## src/rtl/codec_irq_pkg.sv

```systemverilog
package codec_irq_pkg;

    localparam int REG_W      = 8;
    localparam int SLOT_W_DEF = 20;

    // bit positions software decodes
    localparam int POS_GPI_CHG = 0;
    localparam int POS_MDM_IN  = 1;
    localparam int POS_MDM_OUT = 2;
    localparam int POS_PCM_IN  = 5;

    typedef struct packed {
        logic [1:0] spare_hi;   // 7:6
        logic       pcm_in;     // 5
        logic [1:0] spare_mid;  // 4:3
        logic       mdm_out;    // 2
        logic       mdm_in;     // 1
        logic       gpi_chg;    // 0
    } irq_status_t;

    typedef struct packed {
        logic pcm_in;
        logic mdm_out;
        logic mdm_in;
    } summary_t;

    function automatic irq_status_t build_status(summary_t s, logic gpi);
        irq_status_t r;
        r           = '0;
        r.pcm_in    = s.pcm_in;
        r.mdm_out   = s.mdm_out;
        r.mdm_in    = s.mdm_in;
        r.gpi_chg   = gpi;
        return r;
    endfunction

    function automatic logic any_active(irq_status_t r);
        return r.pcm_in | r.mdm_out | r.mdm_in | r.gpi_chg;
    endfunction

endpackage

```

## src/rtl/codec_irq_summary.sv

```systemverilog
module codec_irq_summary #(
    parameter int N_REQ = 2
) (
    input  logic             clk,
    input  logic             rst,
    input  logic [N_REQ-1:0] req,
    output logic             pending
);
    localparam int LVL = (N_REQ > 1) ? $clog2(N_REQ) : 1;
    localparam int PAD = 1 << LVL;

    logic [PAD-1:0] leaf;
    logic [2*PAD-2:0] tree;

    always_comb begin
        leaf = '0;
        leaf[N_REQ-1:0] = req;
    end

    // balanced OR tree: nodes [PAD-1 .. 2*PAD-2] are leaves, node 0 is root
    genvar gi;
    generate
        for (gi = 0; gi < PAD; gi++) begin : g_leaf
            assign tree[PAD-1+gi] = leaf[gi];
        end
        for (gi = 0; gi < PAD-1; gi++) begin : g_node
            assign tree[gi] = tree[2*gi+1] | tree[2*gi+2];
        end
    endgenerate

    always_ff @(posedge clk) begin
        if (rst) pending <= 1'b0;
        else     pending <= tree[0];
    end

    p_tracks_req_r2: assert property (@(posedge clk) disable iff (rst)
        1'b1 |=> (pending == $past(|req)));

endmodule

```

## src/rtl/codec_irq_gpi_flag.sv

```systemverilog
module codec_irq_gpi_flag #(
    parameter int SLOT_W  = 20,
    parameter int GPI_BIT = 0
) (
    input  logic              clk,
    input  logic              rst,
    input  logic              frame_valid,
    input  logic [SLOT_W-1:0] slot_word,
    input  logic              clr_req,
    output logic              flag
);
    logic set_evt;
    assign set_evt = frame_valid & slot_word[GPI_BIT];

    logic unused_slot_rest;
    assign unused_slot_rest = ^slot_word;

    always_ff @(posedge clk) begin
        if (rst)          flag <= 1'b0;
        else if (set_evt) flag <= 1'b1;   // set beats clear
        else if (clr_req) flag <= 1'b0;
    end

    p_set_r6: assert property (@(posedge clk) disable iff (rst)
        (frame_valid && slot_word[GPI_BIT]) |=> flag);

    p_hold_r7: assert property (@(posedge clk) disable iff (rst)
        (flag && !clr_req) |=> flag);

    p_clear_r8: assert property (@(posedge clk) disable iff (rst)
        (clr_req && !(frame_valid && slot_word[GPI_BIT])) |=> !flag);

    p_no_spurious_r6: assert property (@(posedge clk) disable iff (rst)
        (!flag && !(frame_valid && slot_word[GPI_BIT])) |=> !flag);

endmodule

```

## src/rtl/codec_irq_status.sv

```systemverilog
module codec_irq_status
    import codec_irq_pkg::*;
#(
    parameter int N_PCM_IN  = 3,
    parameter int N_MDM_OUT = 2,
    parameter int N_MDM_IN  = 2,
    parameter int SLOT_W    = SLOT_W_DEF
) (
    input  logic                 clk,
    input  logic                 rst,
    input  logic                 reg_wr_en,
    input  logic [REG_W-1:0]     reg_wr_data,
    output logic [REG_W-1:0]     reg_rd_data,
    input  logic [N_PCM_IN-1:0]  pcm_in_req,
    input  logic [N_MDM_OUT-1:0] mdm_out_req,
    input  logic [N_MDM_IN-1:0]  mdm_in_req,
    input  logic                 frame_valid,
    input  logic [SLOT_W-1:0]    slot12_data,
    output logic                 irq_out
);
    summary_t    summ;
    logic        gpi_flag;
    logic        clr_gpi;
    irq_status_t status;

    codec_irq_summary #(.N_REQ(N_PCM_IN)) u_sum_pcm (
        .clk(clk), .rst(rst), .req(pcm_in_req), .pending(summ.pcm_in));
    codec_irq_summary #(.N_REQ(N_MDM_OUT)) u_sum_mout (
        .clk(clk), .rst(rst), .req(mdm_out_req), .pending(summ.mdm_out));
    codec_irq_summary #(.N_REQ(N_MDM_IN)) u_sum_min (
        .clk(clk), .rst(rst), .req(mdm_in_req), .pending(summ.mdm_in));

    // only bit 0 of a write has meaning; everything else is dropped here
    assign clr_gpi = reg_wr_en & reg_wr_data[POS_GPI_CHG];

    logic unused_wr_bits;
    assign unused_wr_bits = ^reg_wr_data;

    codec_irq_gpi_flag #(.SLOT_W(SLOT_W), .GPI_BIT(0)) u_gpi (
        .clk(clk), .rst(rst), .frame_valid(frame_valid),
        .slot_word(slot12_data), .clr_req(clr_gpi), .flag(gpi_flag));

    assign status      = build_status(summ, gpi_flag);
    assign reg_rd_data = status;
    assign irq_out     = any_active(status);

    p_spare_zero_r5: assert property (@(posedge clk) disable iff (rst)
        1'b1 |=> (reg_rd_data[7:6] == 2'b00 && reg_rd_data[4:3] == 2'b00));

    p_mout_r3: assert property (@(posedge clk) disable iff (rst)
        1'b1 |=> (reg_rd_data[POS_MDM_OUT] == $past(|mdm_out_req)));

    p_min_r4: assert property (@(posedge clk) disable iff (rst)
        1'b1 |=> (reg_rd_data[POS_MDM_IN] == $past(|mdm_in_req)));

    p_race_r9: assert property (@(posedge clk) disable iff (rst)
        (clr_gpi && frame_valid && slot12_data[0]) |=> reg_rd_data[POS_GPI_CHG]);

    p_irq_r11: assert property (@(posedge clk) disable iff (rst)
        irq_out == (reg_rd_data[5] | reg_rd_data[2] | reg_rd_data[1] | reg_rd_data[0]));

    p_reset_r1: assert property (@(posedge clk)
        rst |=> (reg_rd_data == '0 && !irq_out));

endmodule

```

## config.mk

```make
export PLATFORM = sky130hd
export DESIGN_NAME = codec_irq_status
export DESIGN_NICKNAME = d
export VERILOG_FILES = /design/src/rtl/codec_irq_pkg.sv /design/src/rtl/codec_irq_summary.sv /design/src/rtl/codec_irq_gpi_flag.sv /design/src/rtl/codec_irq_status.sv
export SDC_FILE = /design/constraint.sdc
export NUM_CORES = 1
export LEC_CHECK = 0
export BUFFER_PORTS_ARGS = -buffer_cell sky130_fd_sc_hd__buf_2
export CAP_MARGIN = 10
export CORE_AREA = 2 2 39 41
export DETAILED_ROUTE_END_ITERATION = 6
export DIE_AREA = 0 0 41 43
export PLACE_DENSITY_LB_ADDON = 0.25
export RECOVER_POWER = 100
export SLEW_MARGIN = 10
export SYNTH_ARGS = -nofsm -noshare
export SYNTH_HDL_FRONTEND = slang
export SYNTH_SLANG_ARGS = --single-unit
```

## constraint.sdc

```tcl
create_clock -name clk -period 0.93 [get_ports clk]
set_input_delay 0.186 -clock clk [delete_from_list [all_inputs] [get_ports clk]]
set_output_delay 0.186 -clock clk [all_outputs]
set_load 0.05 [all_outputs]
```

* Word level (Yosys, flattened, before mapping)
Cells that the tools add are included.
** Cells by class
- Bitwise logic cells :: 9
- Multiplexer cells :: 2
- Reduce and logical (&&, ||, !) cells :: 1
** Operators with widths (count)
- $or A1 B1 Y1 :: 7
- $and A1 B1 Y1 :: 2
- $mux W1 :: 2
- $reduce_bool A2 Y1 :: 1
** Word-level totals
- Bits of input ports :: 39
- Flip-flop bits (word level) :: 4
- Word-level logic and storage cells :: 16

* Longest topological paths before layout
Gate-level depths: netlist of the first run.
- Depth after elaboration :: 3
- Depth in mapped cells :: 2
- Gate-level depth less buffers :: 2

* Modules after synthesis
A second synthesis of the first run with hierarchy kept.
** Unflattened totals
- Cells, all modules :: 19
- Area total of the unflattened synthesis :: 182.7 um^2
** Modules (own cells, without submodules)
- codec_irq_summary (u_sum_min ...) :: instances 2, area each 30.0 um^2, cells each 2
- codec_irq_status :: instances 1, area each 55.1 um^2, cells each 8
- codec_irq_gpi_flag :: instances 1, area each 38.8 um^2, cells each 4
- codec_irq_summary (u_sum_pcm) :: instances 1, area each 28.8 um^2, cells each 3

* Least setup slack after synthesis of the first run
Ideal clock, no wire load.
- Path kind :: flip-flop to output port
- Start :: register u_gpi.flag
- End :: output irq_out
- Path slack :: -0.318 ns
- Data arrival time :: 1.062 ns
- Cell stages (with the launch flop) :: 2
- Path buffers :: 0
- Path through :: dfxtp_1 or4_1
** Between the ends
- Word-level cells in the longest chain between the ends :: 1
** RTL lines
- from (decl) :: RTL line codec_irq_gpi_flag.sv:10 : output logic flag
- from (signal assigned) :: RTL line codec_irq_gpi_flag.sv:19 : if (rst) flag <= 1'b0;
- from (signal assigned) :: RTL line codec_irq_gpi_flag.sv:20 : else if (set_evt) flag <= 1'b1;
- from (signal assigned) :: RTL line codec_irq_gpi_flag.sv:21 : else if (clr_req) flag <= 1'b0;
- $or A1 B1 Y1 :: RTL line codec_irq_pkg.sv:38 : return r.pcm_in | r.mdm_out | r.mdm_in | r.gpi_chg;
- to (decl) :: RTL line codec_irq_status.sv:19 : output logic irq_out
No other way between the ends.

* Worst setup path in the final report of the first run
- Start :: register u_sum_min.pending
- End :: output irq_out
** Between the ends
- Word-level cells in the longest chain between the ends :: 2
** RTL lines
- from (decl) :: RTL line codec_irq_summary.sv:7 : output logic pending
- from (signal assigned) :: RTL line codec_irq_summary.sv:33 : else pending <= tree[0];
- $or A1 B1 Y1 (2 in a row) :: RTL line codec_irq_pkg.sv:38
No other way between the ends.

==> results.sh, run 1 <==
export IMPL_hp_class="in -> reg"
export IMPL_fmax_ghz=0.713
export IMPL_area_growth_pct=64.5
export IMPL_p_clk_frac=0.374
export IMPL_ys_seq_area_frac=0.413
export IMPL_row_count=14
export IMPL_hold_viol_final=0
export IMPL_placed_cells=52
export IMPL_port_buffers=17
export IMPL_p_switching_uw=183
export IMPL_synth_seq_cells=4
export IMPL_gr_total_overflow=0
export IMPL_netlist_top_cell_by_area="dfxtp_1"
export IMPL_p_int_uw=388
export IMPL_place_congestion=0.540
export IMPL_synth_yosys_warnings=0
export IMPL_hold_depth=2
export IMPL_clockBufferDepth=2
export IMPL_finalSetupViolCount=3
export IMPL_reg2reg_to="u_gpi.flag$_SDFFE_PP0P_"
export IMPL_drt_wirelength_per_cell_microns=7.11
export IMPL_antenna_found_initial=0
export IMPL_synth_common_cells="buf_4, nor2_1, dfxtp_1"
export IMPL_hold_end="u_sum_mout.pending$_SDFF_PP0_"
export IMPL_grt_usage=0.0452
export IMPL_synth_edf_count=0
export IMPL_cp_cell_sequence="or4_4, buf_6"
export IMPL_crit_fanout=2
export IMPL_swShare=0.320
export IMPL_chipWidth_microns=41
export IMPL_grt_pass1_vias=167
export IMPL_drv_slew=0
export IMPL_timing_critical_path_buf_inv=1
export IMPL_rr_worst_depth=3
export IMPL_async_reset_ff_frac=0
export IMPL_synthTopCellsByArea="dfxtp_1, buf_4, nor2_1"
export IMPL_clock_skew_ns=0
export IMPL_grt_pass1_wl_microns=489
export IMPL_vdd_drop_max_v=0.000315
export IMPL_cp_end_kind="primary output"
export IMPL_max_stage_delay_ns=0.50
export IMPL_netlist_area_sq_um=194
export IMPL_cts_tree="yes"
export IMPL_final_cells=55
export IMPL_path_class="reg -> out"
export IMPL_ctsHtreeMaxLevel=1
export IMPL_status="finished with violations"
export IMPL_holdWs_ns=0.153
export IMPL_p_comb_frac=0.290
export IMPL_synthCells=23
export IMPL_worst_path_dominant_cell_family="simple AND/OR/NAND/NOR gates"
export IMPL_synth_avg_cell_area_sq_um=8.43
export IMPL_cts_hold_fix_buffers=0
export IMPL_p_seq_frac=0.336
export IMPL_seq_area_sq_um=82.6
export IMPL_clock_sink_count=4
export IMPL_drc=0
export IMPL_dieArea_sq_um=1760
export IMPL_required_ns=0.74
export IMPL_fillers=168
export IMPL_synth_distinct_cells=9
export IMPL_r2r_setup_slack_ns=0.10
export IMPL_cp_slowest_cell="or4_4"
export IMPL_die_h_microns=43
export IMPL_diodes=0
export IMPL_arrival_ns=1.22
export IMPL_ioPinCount=48
export IMPL_layout_setup_ws_ns=-0.473
export IMPL_grt_max_degree=5
export IMPL_antenna_violating_nets_post_route=0
export IMPL_yosysMostFrequentCell="buf_4"
export IMPL_cts_buffers=3
export IMPL_clockRootBuffer="clkbuf_4"
export IMPL_firstDrtPassIters=2
export IMPL_rsz0062_at_grt="true"
export IMPL_multi_input_comb_area_sq_um=68.8
export IMPL_drt_iter0_drc=3
export IMPL_initial_core_util=0.140
export IMPL_start_kind="flip-flop"
export IMPL_preCtsSetupSlack_ns=-0.270
export IMPL_drive_gt1_frac=0.641
export IMPL_min_delay_start="rst"
export IMPL_min_period_ns=1.40
export IMPL_r2r_start="u_gpi.flag$_SDFFE_PP0P_"
export IMPL_finalNetCount=80
export IMPL_routed_via_count=188
export IMPL_synth_top_area_share=0.413
export IMPL_period_share=1.51
export IMPL_violations="setup timing"
export IMPL_routed_wl_microns=391
export IMPL_pwr_density_cell_nw_per_um2=1790
export IMPL_clk_latency_ns=0.23
export IMPL_ys_flop_type="dfxtp_1"
export IMPL_via_per_inst=3.42
export IMPL_core_sq_um=1380
export IMPL_clk_pin_slew_ns=0.04
export IMPL_power_leakage_nw=0.164
export IMPL_drv_cap=0
==> area by class of cell <==
type / instances / share of cell area
Clock buffer: 3 / 0.0706
Multi-Input combinational cell: 14 / 0.216
Sequential cell: 4 / 0.259
Tap cell: 16 / 0.0627
Timing Repair Buffer: 18 / 0.392
==> routing by layer <==
layer,global-route usage,up-vias,part of all wire
met1,0.0257,83,0.27
met5,0,-,0
met2,0.0781,10,0.63
li1,-,95,-
met4,0.0800,0,0
met3,0,0,0.090
==> how the worst max path moves through the flow <==
| stage | endpoint | slack (ns) | start | depth (start not counted) |
|---|---|---|---|---|
| finish | irq_out | -0.47 | u_sum_min.pending$_SDFF_PP0_ | 2 |
| global route | irq_out | -0.49 | u_sum_pcm.pending$_SDFF_PP0_ | 2 |
| CTS | irq_out | -0.48 | u_sum_pcm.pending$_SDFF_PP0_ | 2 |
| detailed placement | irq_out | -0.27 | u_sum_pcm.pending$_SDFF_PP0_ | 2 |
| global placement | irq_out | -0.27 | u_sum_pcm.pending$_SDFF_PP0_ | 2 |
| floorplan | irq_out | -0.18 | u_sum_pcm.pending$_SDFF_PP0_ | 1 |
==> power groups by stage <==
stage               Combinational, mW  Sequential, mW  Clock (mW)
finish                          0.165           0.192       0.214
CTS                             0.166           0.193       0.224
detailed placement              0.147           0.192           0
floorplan                       0.133           0.191           0
global route                    0.175           0.193       0.222
global placement                0.147           0.192           0
==> cells by family (layout without fill, tap and decap cells) <==
group	after synthesis	count (layout)	synth area share
simple gates	8	8	0.181
buf+inv	8	21	0.310
flops	4	4	0.413
other cells	1	4	0.0193
compound gates	2	2	0.0774
==> registers in the layout (all words and copies together) (netlist names) <==
signal              flops
u_sum_min.pending       1
u_sum_mout.pending      1
u_sum_pcm.pending       1
u_gpi.flag              1
==> layout by cell type (no fill, tap or decap), drive strengths merged <==
| cell | n |
|---|---|
| conb | 4 |
| a21oi | 1 |
| a21bo | 1 |
| nand2 | 1 |
| dfxtp | 4 |
| or4 | 1 |
| clkbuf | 3 |
| nor3 | 1 |
| nor2 | 5 |
| buf | 18 |
==> stage by stage <==
step / instance area, sq um / total power [mW] / utilization / TNS (ns)
after floorplan: 209 / 0.324 / - / -0.178
after global placement: 262 / 0.338 / 0.189 / -0.266
after detailed placement: 262 / 0.339 / 0.189 / -0.270
after CTS: 320 / 0.583 / 0.231 / -0.610
after global routing: 319 / 0.591 / 0.231 / -0.652
final: 319 / 0.571 / 0.231 / -0.584
==> repair_timing <==
item                                    in CTS  in global routing
setup buffers                                0                  1
cloned                                       0                  0
endpoints found under the setup margin       5                  3
gates resized for setup                     13                  1
pin swaps                                    0                  0
hold endpoints to repair                     0                  0
No activity file was read; power rests on OpenSTA's default activity.
==> run 2: changes to the inputs <==
--- a/config.mk
+++ b/config.mk
@@ -7,9 +7,11 @@
 export LEC_CHECK = 0
 export BUFFER_PORTS_ARGS = -buffer_cell sky130_fd_sc_hd__buf_2
 export CAP_MARGIN = 10
-export CORE_AREA = 2 2 39 41
+export CELL_PAD_IN_SITES_DETAIL_PLACEMENT = 1
+export CELL_PAD_IN_SITES_GLOBAL_PLACEMENT = 1
+export CORE_MARGIN = 1
+export CORE_UTILIZATION = 10
 export DETAILED_ROUTE_END_ITERATION = 6
-export DIE_AREA = 0 0 41 43
 export PLACE_DENSITY_LB_ADDON = 0.25
 export RECOVER_POWER = 100
 export SLEW_MARGIN = 10
==> results.sh, run 2 (synthesis gave the netlist of run 1 again) <==
export IMPL_status="finished with violations"
export IMPL_violations="setup timing"
export IMPL_period_share=1.51
export IMPL_finalNetCount=81
export IMPL_pwr_density_cell_nw_per_um2=1650
export IMPL_placed_cells=61
export IMPL_fillers=228
export IMPL_routed_via_count=183
export IMPL_grt_pass1_vias=184
export IMPL_chipWidth_microns=46.0
export IMPL_clock_sink_count=4
export IMPL_antenna_violating_nets_post_route=0
export IMPL_layout_setup_ws_ns=-0.475
export IMPL_clockBufferDepth=2
export IMPL_routed_wl_microns=408
export IMPL_dieArea_sq_um=2120
export IMPL_drt_wirelength_per_cell_microns=6.28
export IMPL_drv_cap=0
export IMPL_clockRootBuffer="clkbuf_4"
export IMPL_p_seq_frac=0.336
export IMPL_hold_end="u_sum_min.pending$_SDFF_PP0_"
export IMPL_row_count=15
export IMPL_rr_worst_depth=3
export IMPL_seq_area_sq_um=82.6
export IMPL_cp_end_kind="primary output"
export IMPL_r2r_start="u_gpi.flag$_SDFFE_PP0P_"
export IMPL_hp_class="in -> reg"
export IMPL_start_kind="flip-flop"
export IMPL_drive_gt1_frac=0.650
export IMPL_cts_tree="yes"
export IMPL_gr_total_overflow=0
export IMPL_hold_depth=2
export IMPL_power_uw=576
export IMPL_ioPinCount=48
export IMPL_drv_slew=0
export IMPL_initial_core_util=0.110
export IMPL_via_per_inst=2.82
export IMPL_cts_buffers=3
export IMPL_vdd_drop_max_v=0.000275
export IMPL_final_util=0.197
export IMPL_antenna_found_initial=0
export IMPL_firstDrtPassIters=2
export IMPL_clock_skew_ns=0
export IMPL_required_ns=0.74
export IMPL_place_area_sq_um=273
export IMPL_min_period_ns=1.41
export IMPL_power_leakage_nw=0.172
export IMPL_port_buffers=17
export IMPL_drc=0
export IMPL_multi_input_comb_area_sq_um=68.8
export IMPL_finalSetupViolCount=4
export IMPL_drt_iter0_drc=1
export IMPL_final_cell_mix="buf_2, nor2_1, conb_1, clkbuf_4, buf_8"
export IMPL_reg2reg_to="u_gpi.flag$_SDFFE_PP0P_"
export IMPL_path_class="reg -> out"
export IMPL_final_common_cell="buf_2"
export IMPL_preCtsSetupSlack_ns=-0.279
export IMPL_clk_pin_slew_ns=0.03
export IMPL_cts_hold_fix_buffers=0
export IMPL_p_switching_uw=179
export IMPL_fin_area_sq_um=348
export IMPL_swShare=0.310
export IMPL_diodes=0
export IMPL_die_h_microns=46.0
export IMPL_grt_pass1_wl_microns=641
export IMPL_grt_max_degree=5
export IMPL_hold_viol_final=0
export IMPL_p_clk_frac=0.357
export IMPL_p_comb_frac=0.307
export IMPL_rsz0062_at_grt="true"
export IMPL_r2r_setup_slack_ns=0.10
export IMPL_clk_latency_ns=0.23
export IMPL_min_delay_start="rst"
export IMPL_fmax_ghz=0.712
export IMPL_final_cells=65
export IMPL_p_int_uw=397
export IMPL_ctsHtreeMaxLevel=1
export IMPL_grt_usage=0.0485
export IMPL_core_sq_um=1760
export IMPL_area_growth_pct=79.4
export IMPL_crit_fanout=2
export IMPL_arrival_ns=1.22
export IMPL_place_congestion=0.554
run 2: cell count changes in the layout (fill, tap and decap cells not counted), sizes merged:
cell	delta
clkbuf	+1
run 2: power by group through the flow:
stage,sequential (mW),combinational [mW],clock (mW)
2_1_floorplan,0.191,0.133,0
3_3_place_gp,0.192,0.148,0
3_5_place_dp,0.193,0.148,0
4_1_cts,0.194,0.167,0.220
5_1_grt,0.195,0.187,0.232
6_report,0.193,0.177,0.205
run 2: timing repair:
item,4_1_cts,5_1_grt
pin swaps,0,0
gates resized for setup,13,3
endpoints found under the setup margin,5,5
buffers inserted,0,1
run 2: layout make-up:
class	instances	share of cell area
Clock buffer	3	0.0647
Tap cell	25	0.0899
Sequential cell	4	0.237
Timing Repair Buffer	19	0.410
Multi-Input combinational cell	14	0.198
run 2: per-layer routing:
metal	share of wire	vias to the layer above	GRT usage
li1	-	95	-
met1	0.40	72	0.0542
met2	0.45	16	0.0592
met3	0.15	0	0.0159
met4	0	0	0.0706
met5	0	-	0
run 2: worst max-delay path by stage:
stage	to	slack, ns	from
after floorplan	irq_out	-0.18	u_sum_pcm.pending$_SDFF_PP0_
after global placement	irq_out	-0.27	u_sum_pcm.pending$_SDFF_PP0_
after detailed placement	irq_out	-0.28	u_sum_pcm.pending$_SDFF_PP0_
after CTS	irq_out	-0.49	u_sum_pcm.pending$_SDFF_PP0_
after global routing	irq_out	-0.50	u_sum_pcm.pending$_SDFF_PP0_
final	irq_out	-0.48	u_sum_pcm.pending$_SDFF_PP0_
run 2: per-stage QoR:
step	hold WS [ns]	setup TNS, ns
global placement	0.397	-0.271
finish	0.163	-0.626
detailed placement	0.407	-0.279
floorplan	0.255	-0.178
CTS	0.152	-0.626
global route	0.174	-0.772
run 2: worst max-delay path: stages, from the launching register on:
cell	delay, ns
dfxtp_1	0.30
or4_4	0.52
buf_6	0.17
==> run 3: changes to the inputs <==
--- a/config.mk
+++ b/config.mk
@@ -12,7 +12,7 @@
 export CORE_MARGIN = 1
 export CORE_UTILIZATION = 10
 export DETAILED_ROUTE_END_ITERATION = 6
-export PLACE_DENSITY_LB_ADDON = 0.25
+export PLACE_DENSITY_LB_ADDON = 0.1
 export RECOVER_POWER = 100
 export SLEW_MARGIN = 10
 export SYNTH_ARGS = -nofsm -noshare
==> results.sh, run 3 (synthesis gave the netlist of run 1 again) <==
export IMPL_status="finished with violations"
export IMPL_violations="setup timing"
export IMPL_p_switching_uw=185
export IMPL_p_comb_frac=0.296
export IMPL_final_common_cell="buf_2"
export IMPL_min_period_ns=1.41
export IMPL_preCtsSetupSlack_ns=-0.292
export IMPL_grt_pass1_vias=173
export IMPL_cts_buffers=3
export IMPL_pwr_density_cell_nw_per_um2=1720
export IMPL_power_leakage_nw=0.166
export IMPL_period_share=1.52
export IMPL_crit_fanout=2
export IMPL_drv_cap=0
export IMPL_fmax_ghz=0.707
export IMPL_clk_latency_ns=0.23
export IMPL_fin_area_sq_um=334
export IMPL_drc=0
export IMPL_drive_gt1_frac=0.641
export IMPL_start_kind="flip-flop"
export IMPL_hp_class="in -> reg"
export IMPL_port_buffers=17
export IMPL_finalNetCount=80
export IMPL_final_cell_mix="buf_2, nor2_1, conb_1"
export IMPL_place_congestion=0.549
export IMPL_clk_pin_slew_ns=0.04
export IMPL_p_clk_frac=0.370
export IMPL_row_count=15
export IMPL_routed_via_count=194
export IMPL_die_h_microns=46.0
export IMPL_clock_sink_count=4
export IMPL_final_cells=64
export IMPL_path_class="reg -> out"
export IMPL_firstDrtPassIters=2
export IMPL_clockRootBuffer="clkbuf_4"
export IMPL_gr_total_overflow=0
export IMPL_drv_slew=0
export IMPL_rsz0062_at_grt="true"
export IMPL_place_area_sq_um=273
export IMPL_routed_wl_microns=454
export IMPL_core_sq_um=1760
export IMPL_finalSetupViolCount=3
export IMPL_placed_cells=61
export IMPL_hold_viol_final=0
export IMPL_grt_max_degree=5
export IMPL_grt_usage=0.0453
export IMPL_ctsHtreeMaxLevel=1
export IMPL_chipWidth_microns=46.0
export IMPL_arrival_ns=1.23
export IMPL_clockBufferDepth=2
export IMPL_fillers=227
export IMPL_drt_iter0_drc=2
export IMPL_p_seq_frac=0.334
export IMPL_cts_setup_buffers=0
export IMPL_p_int_uw=391
export IMPL_layout_setup_ws_ns=-0.484
export IMPL_via_per_inst=3.03
export IMPL_final_util=0.189
export IMPL_vdd_drop_max_v=0.000231
export IMPL_clock_skew_ns=0
export IMPL_drt_wirelength_per_cell_microns=7.09
export IMPL_cts_hold_fix_buffers=0
export IMPL_swShare=0.322
export IMPL_grt_pass1_wl_microns=565
export IMPL_cp_end_kind="primary output"
export IMPL_ioPinCount=48
export IMPL_antenna_violating_nets_post_route=0
export IMPL_diodes=0
export IMPL_required_ns=0.74
export IMPL_dieArea_sq_um=2120
export IMPL_cts_tree="yes"
export IMPL_antenna_found_initial=0
export IMPL_area_growth_pct=72.3
export IMPL_initial_core_util=0.110
## run 3: worst paths after layout
kind	slack, ns	from	cells past startpoint	endpoint
setup / recovery	-0.48	u_sum_pcm.pending$_SDFF_PP0_	2	irq_out
hold / removal	0.15	rst	2	u_sum_mout.pending$_SDFF_PP0_
setup reg to reg	0.08	u_gpi.flag$_SDFFE_PP0P_	3	u_gpi.flag$_SDFFE_PP0P_
hold reg to reg	0.70	u_gpi.flag$_SDFFE_PP0P_	3	u_gpi.flag$_SDFFE_PP0P_
## run 3: layout make-up
class / instances / area [sq um] / area share
clock buffers: 3 / 22.5 / 0.0674
multi-input cells: 14 / 68.8 / 0.206
flip-flops and latches: 4 / 82.6 / 0.247
well taps: 25 / 31.3 / 0.0936
repair buffers: 18 / 129 / 0.386
## run 3: worst max-delay path, stage by stage (launching register included)
cell and delay [ns]:
dfxtp_2 0.32, or4_4 0.51, buf_8 0.17
## run 3: power groups by stage
stage,Clock (mW),Sequential (mW),Combinational [mW]
after global placement,0,0.191,0.148
after detailed placement,0,0.193,0.149
after global routing,0.234,0.194,0.179
after floorplan,0,0.191,0.133
final,0.213,0.193,0.170
after CTS,0.229,0.193,0.170
## run 3: stage by stage
step	total power [mW]	hold slack [ns]	TNS, ns
global placement	0.339	0.403	-0.268
floorplan	0.324	0.255	-0.178
global route	0.607	0.154	-0.721
CTS	0.591	0.149	-0.682
finish	0.576	0.154	-0.607
detailed placement	0.342	0.403	-0.292
## run 3: metal layers
metal / wire length (microns) / part of all wire / global-route usage
met2: 283 / 0.62 / 0.0648
met4: 0 / 0 / 0.106
met5: 0 / 0 / 0
met1: 129 / 0.28 / 0.0354
met3: 41 / 0.090 / 0
## run 3: what timing repair did
item | in CTS | in global routing
endpoints found under the setup margin | 5 | 4
cloned | 0 | 0
gates resized for setup | 12 | 2
pin swaps | 1 | 0
